--- src/rtl/rxf_pkg.sv ---
package rxf_pkg;
  localparam int ADDR_BYTES   = 6;
  localparam int BYTE_W       = 8;
  localparam int HALF_W       = 2 * BYTE_W;
  localparam int IDX_W        = $clog2(ADDR_BYTES + 1);
  localparam int BCAST_BIT    = 1;
  localparam int EXACT_BIT    = 5;
  localparam int PASS_ALL_BIT = 1;

  typedef enum logic [1:0] {
    MATCH_NONE  = 2'd0,
    MATCH_EXACT = 2'd1,
    MATCH_BCAST = 2'd2,
    MATCH_ALL   = 2'd3
  } match_e;
endpackage

--- src/rtl/rxf_byte_seq.sv ---
module rxf_byte_seq
  import rxf_pkg::*;
(
  input  logic             clk_i,
  input  logic             rst_ni,
  input  logic             valid_i,
  input  logic             sof_i,
  output logic             take_o,
  output logic             first_o,
  output logic             last_o,
  output logic [IDX_W-1:0] idx_o
);
  localparam logic [IDX_W-1:0] DONE = IDX_W'(ADDR_BYTES);
  localparam logic [IDX_W-1:0] LAST = IDX_W'(ADDR_BYTES - 1);

  logic [IDX_W-1:0] idx_q;
  logic             start;

  assign start   = valid_i & sof_i;
  assign take_o  = valid_i & (sof_i | (idx_q != DONE));
  assign idx_o   = start ? '0 : idx_q;
  assign first_o = start;
  assign last_o  = take_o & (idx_o == LAST);

  always_ff @(posedge clk_i or negedge rst_ni) begin
    if (!rst_ni)     idx_q <= DONE;
    else if (take_o) idx_q <= idx_o + 1'b1;
  end


  idle_hold_chk: assert property (@(posedge clk_i) disable iff (!rst_ni)
    (idx_q == DONE && !start) |=> idx_q == DONE);

  restart_chk: assert property (@(posedge clk_i) disable iff (!rst_ni)
    start |=> idx_q == IDX_W'(1));

  gap_hold_chk: assert property (@(posedge clk_i) disable iff (!rst_ni)
    !valid_i |=> $stable(idx_q));
endmodule

--- src/rtl/rxf_addr_cmp.sv ---
module rxf_addr_cmp
  import rxf_pkg::*;
(
  input  logic                                clk_i,
  input  logic                                rst_ni,
  input  logic [ADDR_BYTES-1:0][BYTE_W-1:0]   sta_i,
  input  logic [BYTE_W-1:0]                   byte_i,
  input  logic                                take_i,
  input  logic                                first_i,
  input  logic [IDX_W-1:0]                    idx_i,
  output logic                                exact_o,
  output logic                                bcast_o
);
  logic [ADDR_BYTES-1:0] eq_vec;
  logic                  sta_eq, ones;
  logic                  exact_q, bcast_q;

  for (genvar g = 0; g < ADDR_BYTES; g++) begin : g_eq
    assign eq_vec[g] = (byte_i == sta_i[g]);
  end

  assign sta_eq  = (idx_i < IDX_W'(ADDR_BYTES)) ? eq_vec[idx_i] : 1'b0;
  assign ones    = &byte_i;
  // running result including the byte presented this cycle
  assign exact_o = (first_i | exact_q) & sta_eq;
  assign bcast_o = (first_i | bcast_q) & ones;

  always_ff @(posedge clk_i or negedge rst_ni) begin
    if (!rst_ni) begin
      exact_q <= 1'b0;
      bcast_q <= 1'b0;
    end else if (take_i) begin
      exact_q <= exact_o;
      bcast_q <= bcast_o;
    end
  end
endmodule

--- src/rtl/rxf_decide.sv ---
module rxf_decide
  import rxf_pkg::*;
(
  input  logic       clk_i,
  input  logic       rst_ni,
  input  logic       last_i,
  input  logic       exact_i,
  input  logic       bcast_i,
  input  logic       pass_all_i,
  input  logic       exact_en_i,
  input  logic       bcast_en_i,
  output logic       dec_valid_o,
  output logic       accept_o,
  output logic [1:0] match_o
);
  match_e rule;

  always_comb begin
    if (pass_all_i)                rule = MATCH_ALL;
    else if (exact_en_i & exact_i) rule = MATCH_EXACT;
    else if (bcast_en_i & bcast_i) rule = MATCH_BCAST;
    else                           rule = MATCH_NONE;
  end

  always_ff @(posedge clk_i or negedge rst_ni) begin
    if (!rst_ni) begin
      dec_valid_o <= 1'b0;
      accept_o    <= 1'b0;
      match_o     <= MATCH_NONE;
    end else begin
      dec_valid_o <= last_i;
      accept_o    <= last_i & (rule != MATCH_NONE);
      match_o     <= last_i ? rule : MATCH_NONE;
    end
  end


  pulse_chk: assert property (@(posedge clk_i) disable iff (!rst_ni)
    dec_valid_o |=> !dec_valid_o);

  after_last_chk: assert property (@(posedge clk_i) disable iff (!rst_ni)
    dec_valid_o |-> $past(last_i));

  quiet_chk: assert property (@(posedge clk_i) disable iff (!rst_ni)
    !dec_valid_o |-> (!accept_o && match_o == MATCH_NONE));

  pass_chk: assert property (@(posedge clk_i) disable iff (!rst_ni)
    (last_i && pass_all_i) |=> (accept_o && match_o == MATCH_ALL));
endmodule

--- src/rtl/rx_addr_filter.sv ---
module rx_addr_filter
  import rxf_pkg::*;
(
  input  logic        clk_i,
  input  logic        rst_ni,
  input  logic        sof_i,
  input  logic        byte_valid_i,
  input  logic [7:0]  byte_i,
  input  logic [15:0] sta_hi_i,
  input  logic [15:0] sta_mid_i,
  input  logic [15:0] sta_lo_i,
  input  logic [15:0] flt_ctrl_i,
  input  logic [15:0] mac_cfg_i,
  output logic        dec_valid_o,
  output logic        accept_o,
  output logic [1:0]  match_o
);
  localparam int N_HALF = ADDR_BYTES / 2;

  logic [N_HALF-1:0][HALF_W-1:0]     sta_regs;
  logic [ADDR_BYTES-1:0][BYTE_W-1:0] sta_bytes;
  logic                              take, first, last, exact, bcast;
  logic [IDX_W-1:0]                  idx;

  assign sta_regs = {sta_hi_i, sta_mid_i, sta_lo_i};

  // pair k lives in register N_HALF-1-k, earlier byte in the low half
  for (genvar k = 0; k < N_HALF; k++) begin : g_pair
    assign sta_bytes[2*k]   = sta_regs[N_HALF-1-k][BYTE_W-1:0];
    assign sta_bytes[2*k+1] = sta_regs[N_HALF-1-k][HALF_W-1:BYTE_W];
  end

  rxf_byte_seq u_seq (
    .clk_i   (clk_i),
    .rst_ni  (rst_ni),
    .valid_i (byte_valid_i),
    .sof_i   (sof_i),
    .take_o  (take),
    .first_o (first),
    .last_o  (last),
    .idx_o   (idx)
  );

  rxf_addr_cmp u_cmp (
    .clk_i   (clk_i),
    .rst_ni  (rst_ni),
    .sta_i   (sta_bytes),
    .byte_i  (byte_i),
    .take_i  (take),
    .first_i (first),
    .idx_i   (idx),
    .exact_o (exact),
    .bcast_o (bcast)
  );

  rxf_decide u_dec (
    .clk_i       (clk_i),
    .rst_ni      (rst_ni),
    .last_i      (last),
    .exact_i     (exact),
    .bcast_i     (bcast),
    .pass_all_i  (mac_cfg_i[PASS_ALL_BIT]),
    .exact_en_i  (flt_ctrl_i[EXACT_BIT]),
    .bcast_en_i  (flt_ctrl_i[BCAST_BIT]),
    .dec_valid_o (dec_valid_o),
    .accept_o    (accept_o),
    .match_o     (match_o)
  );
endmodule

--- config.mk ---
export PLATFORM = sky130hd
export DESIGN_NAME = rx_addr_filter
export DESIGN_NICKNAME = d
export VERILOG_FILES = /design/src/rtl/rxf_pkg.sv /design/src/rtl/rxf_byte_seq.sv /design/src/rtl/rxf_addr_cmp.sv /design/src/rtl/rxf_decide.sv /design/src/rtl/rx_addr_filter.sv
export SDC_FILE = /design/constraint.sdc
export NUM_CORES = 1
export LEC_CHECK = 0
export BUFFER_PORTS_ARGS = -buffer_cell sky130_fd_sc_hd__buf_2
export CAP_MARGIN = 20
export CORE_MARGIN = 3
export CORE_UTILIZATION = 25
export DETAILED_ROUTE_END_ITERATION = 16
export GPL_TIMING_DRIVEN = 0
export SLEW_MARGIN = 40
export SYNTH_ARGS = -nofsm -noshare
export SYNTH_HDL_FRONTEND = slang
export SYNTH_SLANG_ARGS = --single-unit
--- constraint.sdc ---
create_clock -name clk_i -period 5.22 [get_ports clk_i]
set_clock_uncertainty 0.2 [all_clocks]
set_input_delay 1.044 -clock clk_i [delete_from_list [all_inputs] [get_ports clk_i]]
set_output_delay 1.044 -clock clk_i [all_outputs]
set_load 0.02 [all_outputs]
== After elaboration in Yosys (flattened, before gate mapping) ==
Cells that the tools add are included.

* Bits in registers: 9
* Bits in latches: 0
* Memory bits (writable): 0
* Memory bits (read-only): 0
* Bits of input ports: 92
* Output and inout port bits: 4
* Word-level logic and storage cells: 38
* Memories: 0

* Add/subtract/negate cells: 1
* $mul: 0
* Divide/modulo/power cells: 0
* Magnitude comparators: 2
* Equality and inequality tests: 8
* Shifts and indexed selects: 0
* Multiplexer cells: 8
* Bitwise gates (word level): 11
* Reductions and logical operators: 2

{| class="wikitable"
|+ Operators with widths
! operator !! number
|-
| == test 8 bit || 6
|-
| AND 1 bit || 8
|-
| 2-to-1 mux 2 bit || 4
|-
| AND reduction 8 bit || 1
|-
| < comparator 3 x 4 -> 1 bit (second input constant) || 1
|-
| adder 3 x 1 -> 3 bit (second input constant) || 1
|-
| binary-select mux 1 bit (select 3 bit) || 1
|-
| == test 3 bit (second input constant) || 1
|-
| < comparator 3 bit (second input constant) || 1
|-
| 2-to-1 mux 3 bit || 1
|-
| inequality test 3 bit (second input constant) || 1
|-
| OR 1 bit || 3
|-
| 2-to-1 mux 1 bit || 2
|-
| nonzero test 2 bit || 1
|}

== Depth between registers and ports, before layout ==
* Word-level depth: 11
* Depth in mapped cells: 7
* Gate-level depth less buffers: 7

== Modules after synthesis ==
From an unflattened synthesis, not the netlist that was laid out.

* Cell total of the unflattened synthesis: 126
* Area total of the unflattened synthesis: 1,091.0 um^2

{| class="wikitable"
|+ By module, submodules not included
! module !! instances !! cells an instance !! area each (um^2) !! seq. area each (um^2)
|-
| rxf_addr_cmp || 1 || 88 || 721.9 || 50.0
|-
| rxf_byte_seq || 1 || 28 || 230.2 || 77.6
|-
| rxf_decide || 1 || 10 || 138.9 || 100.1
|}

== Worst setup path after synthesis ==
No wires, ideal clock.

* Path type: input -> register
* Start: input byte_i[1]
* End: register u_dec.match_o[1]
* Library setup time: 0.119 ns
* Data arrival time: 2.155 ns
* Required time: 4.901 ns
* Path slack: 2.746 ns
* Stages: 6
* Buffers on the path: 1
* Path through: buf_2 -> xor2_1 -> nor4_1 -> nand4_1 -> a32o_1 -> o21ba_1

* Word-level cells in the longest chain between the ends: 9
* Elaborated cells between the ends (all ways): 18
* Classes of those cells: eq/ne: 6; mux: 7; bitwise: 4; reduce/logical: 1

{| class="wikitable"
|+ RTL lines
! item !! line !! RTL
|-
| start, declared || rx_addr_filter.sv:8 || <nowiki>input logic [7:0] byte_i,</nowiki>
|-
| == test 8 bit || rxf_addr_cmp.sv:19 || <nowiki>assign eq_vec[g] = (byte_i == sta_i[g]);</nowiki>
|-
| binary-select mux 1 bit (select 3 bit) || rxf_addr_cmp.sv:22 || <nowiki>assign sta_eq = (idx_i < IDX_W'(ADDR_BYTES)) ? eq_vec[idx_i] : 1'b0;</nowiki>
|-
| 2-to-1 mux 1 bit (implied by the code) || rxf_addr_cmp.sv:22 ||
|-
| 2-to-1 mux 1 bit || rxf_addr_cmp.sv:22 ||
|-
| AND 1 bit || rxf_addr_cmp.sv:25 || <nowiki>assign exact_o = (first_i | exact_q) & sta_eq;</nowiki>
|-
| AND 1 bit || rxf_decide.sv:20 || <nowiki>else if (exact_en_i & exact_i) rule = MATCH_EXACT;</nowiki>
|-
| 2-to-1 mux 2 bit (*) || rxf_decide.sv:20 ||
|-
| 2-to-1 mux 2 bit (*) || rxf_decide.sv:19 || <nowiki>if (pass_all_i) rule = MATCH_ALL;</nowiki>
|-
| 2-to-1 mux 2 bit (*) || rxf_decide.sv:33 || <nowiki>match_o <= last_i ? rule : MATCH_NONE;</nowiki>
|-
| end signal, assigned || rxf_decide.sv:33 ||
|-
| end, declared || rxf_decide.sv:14 || <nowiki>output logic [1:0] match_o</nowiki>
|}

Every way passes the cells marked *; elsewhere a longest branch is shown, timed or not. The select of a mux whose other input is x is not followed.
A chain may end at the register's enable or synchronous reset.

== Final worst setup path ==
* Start: input byte_valid_i
* End: register u_dec.match_o[1]

* Word-level cells in the longest chain between the ends: 10
* Elaborated cells between the ends (all ways): 19
* Classes of those cells: order compare: 1; eq/ne: 1; mux: 8; bitwise: 9

{| class="wikitable"
|+ RTL lines
! item !! line !! RTL
|-
| start, declared || rx_addr_filter.sv:7 || <nowiki>input logic byte_valid_i,</nowiki>
|-
| AND 1 bit || rxf_byte_seq.sv:19 || <nowiki>assign start = valid_i & sof_i;</nowiki>
|-
| 2-to-1 mux 3 bit || rxf_byte_seq.sv:21 || <nowiki>assign idx_o = start ? '0 : idx_q;</nowiki>
|-
| binary-select mux 1 bit (select 3 bit) || rxf_addr_cmp.sv:22 ||
|-
| 2-to-1 mux 1 bit (implied by the code) || rxf_addr_cmp.sv:22 ||
|-
| 2-to-1 mux 1 bit || rxf_addr_cmp.sv:22 ||
|-
| AND 1 bit || rxf_addr_cmp.sv:25 ||
|-
| AND 1 bit || rxf_decide.sv:20 ||
|-
| 2-to-1 mux 2 bit || rxf_decide.sv:20 ||
|-
| 2-to-1 mux 2 bit || rxf_decide.sv:19 ||
|-
| 2-to-1 mux 2 bit (*) || rxf_decide.sv:33 ||
|}

Marks and branches as above.

==> results by group <==
Run status
  • Status: finished, final reports clean

Routing
  • Drt wl/cell: about 13 um
  • Iteration-0 DRC Markers: 35
  • Drt pass-1 iters: 4
  • Post-DRT Antenna Nets: 0
  • DR DRC count: 0
  • Vias per cell: about 4.6
  • Routed WL: 3010 um
  • Vias: 1086

Clocking
  • CTS HTree Levels: 1
  • Hold-fix buffers at CTS: 0
  • CTS clk-pin slew, worst paths: 40 ps
  • Max clock buf depth: 2
  • Root buffer cell: clkbuf_8
  • Post-CTS sizing: 0
  • Setup bufs post-CTS: 0
  • Clock sink total: 9
  • Worst skew pair latency: 230 ps
  • CTS tree: yes
  • Num CTS Buffers: 3

GRT
  • Total track usage: a little under an eighth
  • First-pass GRT wire length: 4930 um
  • Antenna violations before repair: 0
  • Largest net degree at the start of global routing: 10
  • Vias in the first global route: 1095
  • GR Overflow Total: 0

Timing
  • Post-route setup TNS: 0 ps
  • Fin crit share: 47.9%
  • Hold Vio Cnt, Final: 0
  • Fmax: ~400 MHz
  • Fin. max-slew vios: 0
  • Actual slew at the worst max-slew pin: 530 ps
  • RSZ-0062 raised after global routing: false
  • Slew margin rel.: 64.2%
  • Min cycle time layout: 2500 ps
  • Final setup violation count: 0

Synthesis
  • Distinct cells, synth: 34
  • Syn Area/Cell: ~8.7 um2
  • Mapped Cells: 125
  • Ys Warns: 0
  • Sequential fraction of the synthesis area: 20.9%
  • FF+latch count, synth: 9
  • Syn nets: 219
  • Mapped Area: around 0.0011 mm2

Min path
  • Min-delay src: u_seq.idx_q[1]
  • Hold/Removal Path Class: reg -> reg

Critical path
  • Crit Path Class: in -> reg
  • CP arrival: around 2400 ps
  • Setup crit start kind: primary input
  • CP required: about 5000 ps
  • Worst-path fanout max: 7
  • Critical R2R Launch: u_seq.idx_q[0]
  • Crit. End Element: flip-flop
  • Crit path from: byte_valid_i

Floorplanning
  • Full die area: 0.00518 mm2
  • FP Rows: 23
  • Die H: 72.0 um
  • Area of the core: 0.00409 mm2
  • Die width: 72.0 um
  • Ports: 96
  • Initial Util: 26.6%

Power
  • Switching part of the total: 32.9%
  • Clock Power Share: 26.5%
  • Reg power frac: about 32%
  • NetSw: roughly 0.097 mW
  • Leakage power: 0.676 nW
  • Peak supply drop: slightly below 0.00006 V
  • Internal power: between 0.15 and 0.2 mW
  • Power per cell area: around 200 mW/mm2
  • Logic pwr share: 41.3%

Flow run
  • Max Cap Violations: 0

Place
  • PortBufs: a little under 60
  • Hpwl dp: 2620 um
  • RD Place Congestion: 0.817

Layout
  • Filler cell count: 429
  • Sequential cell area: 228 um2
  • P&R area growth vs syn: 36.6%
  • Most frequent cells in the layout: buf_2, xor2_1, xnor2_1, nand4_1, dfrtp_1
  • Final core utilization: 36.4%
  • Nets: 282
  • Layout cells sized above 1: slightly below 40%
  • Area of the multi-input gates: 786 um2
  • # diodes: 0
  • Commonest non-fill, non-tap cell in the layout: buf_2
critical path, stage by stage:
cell	delay, ps
buf_2	140
a21bo_4	250
inv_2	110
nand4_1	80
o41ai_1	460
o21ai_0	140
o21ba_1	190
power by group through the flow:
stage	combinational [mW]	clock (mW)	sequential, mW
2_1_floorplan	0.0798	0	0.0926
5_1_grt	0.136	0.0845	0.0963
4_1_cts	0.123	0.0802	0.0946
3_5_place_dp	0.122	0	0.0954
3_3_place_gp	0.121	0	0.0959
6_report	0.121	0.0778	0.0944
layout make-up:
| type | count | share of cell area (%) |
|---|---|---|
| clock buffers | 4 | 3.03 |
| flip-flops and latches | 9 | 15.3 |
| multi-input cells | 105 | 52.9 |
| inverters | 3 | 0.758 |
| plain buffers | 8 | 4.29 |
| well taps | 50 | 4.21 |
| repair buffers | 58 | 19.5 |
path summary, 6_finish.rpt:
path                                    endpoint  slack (ps)  cells after the start
worst max-delay path            u_dec.match_o[1]        2720                      7
worst min-delay path              u_seq.idx_q[1]         330                      2
worst max register to register  u_dec.match_o[1]        3300                      6
worst min register to register    u_seq.idx_q[1]         330                      2
max in group asynchronous         u_seq.idx_q[2]        4110                      1
min in group asynchronous         u_seq.idx_q[0]         460                      1
metrics by stage:
step	worst slack (ps)	total power, mW	instance area, um2	hold slack, ps	cells
2_1_floorplan	2750	0.172	1090	294	125
3_3_place_gp	2490	0.217	1440	327	233
3_5_place_dp	2500	0.218	1440	321	233
4_1_cts	2720	0.298	1490	329	237
5_1_grt	2580	0.317	1490	382	237
6_report	2720	0.293	1490	329	237
kinds of logic (layout without fill, tap and decap cells):
kind of cell,Yosys count,in the layout,share of synthesized area (%)
AO/OA/AOI/OAI,22,22,14.1
XOR/XNOR,48,48,38.6
adder cells (fa/ha/maj),2,2,2.30
buffers and inverters,11,73,6.89
flip-flops,9,9,20.9
AND/OR/NAND/NOR,33,33,17.1
registers in the layout, summed over array words and instances (netlist names):
register / count
u_dec.dec_valid_o: 1
u_seq.idx_q: 3
u_dec.accept_o: 1
u_cmp.bcast_q: 1
u_dec.match_o: 2
u_cmp.exact_q: 1
cells in the mapped netlist:
cell | count | area (um2)
a21bo_4 | 1 | 16.3
nand2_1 | 4 | 15.0
dfrtp_1 | 7 | 175
a32o_1 | 1 | 10.0
o21a_1 | 2 | 15.0
ha_1 | 2 | 25.0
nor4_2 | 1 | 12.5
o41ai_1 | 1 | 8.76
a21oi_1 | 3 | 15.0
nor2b_1 | 1 | 6.26
and3_1 | 1 | 6.26
nand3_1 | 1 | 5.00
buf_2 | 3 | 15.0
a211oi_1 | 1 | 7.51
clkinv_1 | 1 | 3.75
nand2b_1 | 4 | 25.0
nor4_1 | 5 | 31.3
xnor2_1 | 21 | 184
nand4_1 | 9 | 56.3
xor2_1 | 27 | 236
o21ai_0 | 6 | 30.0
o21ai_1 | 2 | 10.0
dfstp_2 | 2 | 52.6
nor3_1 | 2 | 10.0
inv_2 | 1 | 3.75
o211ai_1 | 1 | 7.51
nor2_1 | 5 | 18.8
o22ai_1 | 1 | 6.26
inv_1 | 1 | 3.75
a311oi_1 | 1 | 8.76
a41oi_1 | 1 | 8.76
buf_4 | 2 | 15.0
buf_6 | 3 | 33.8
o21ba_1 | 1 | 10.0
layer usage:
metal / track usage, % / routed length (um)
met1: 15.8 / 1330
met2: 19.8 / 1450
met3: 2.91 / 235
met4: 1.25 / 0
met5: 0 / 0
Power figures use the tool's default switching activity.
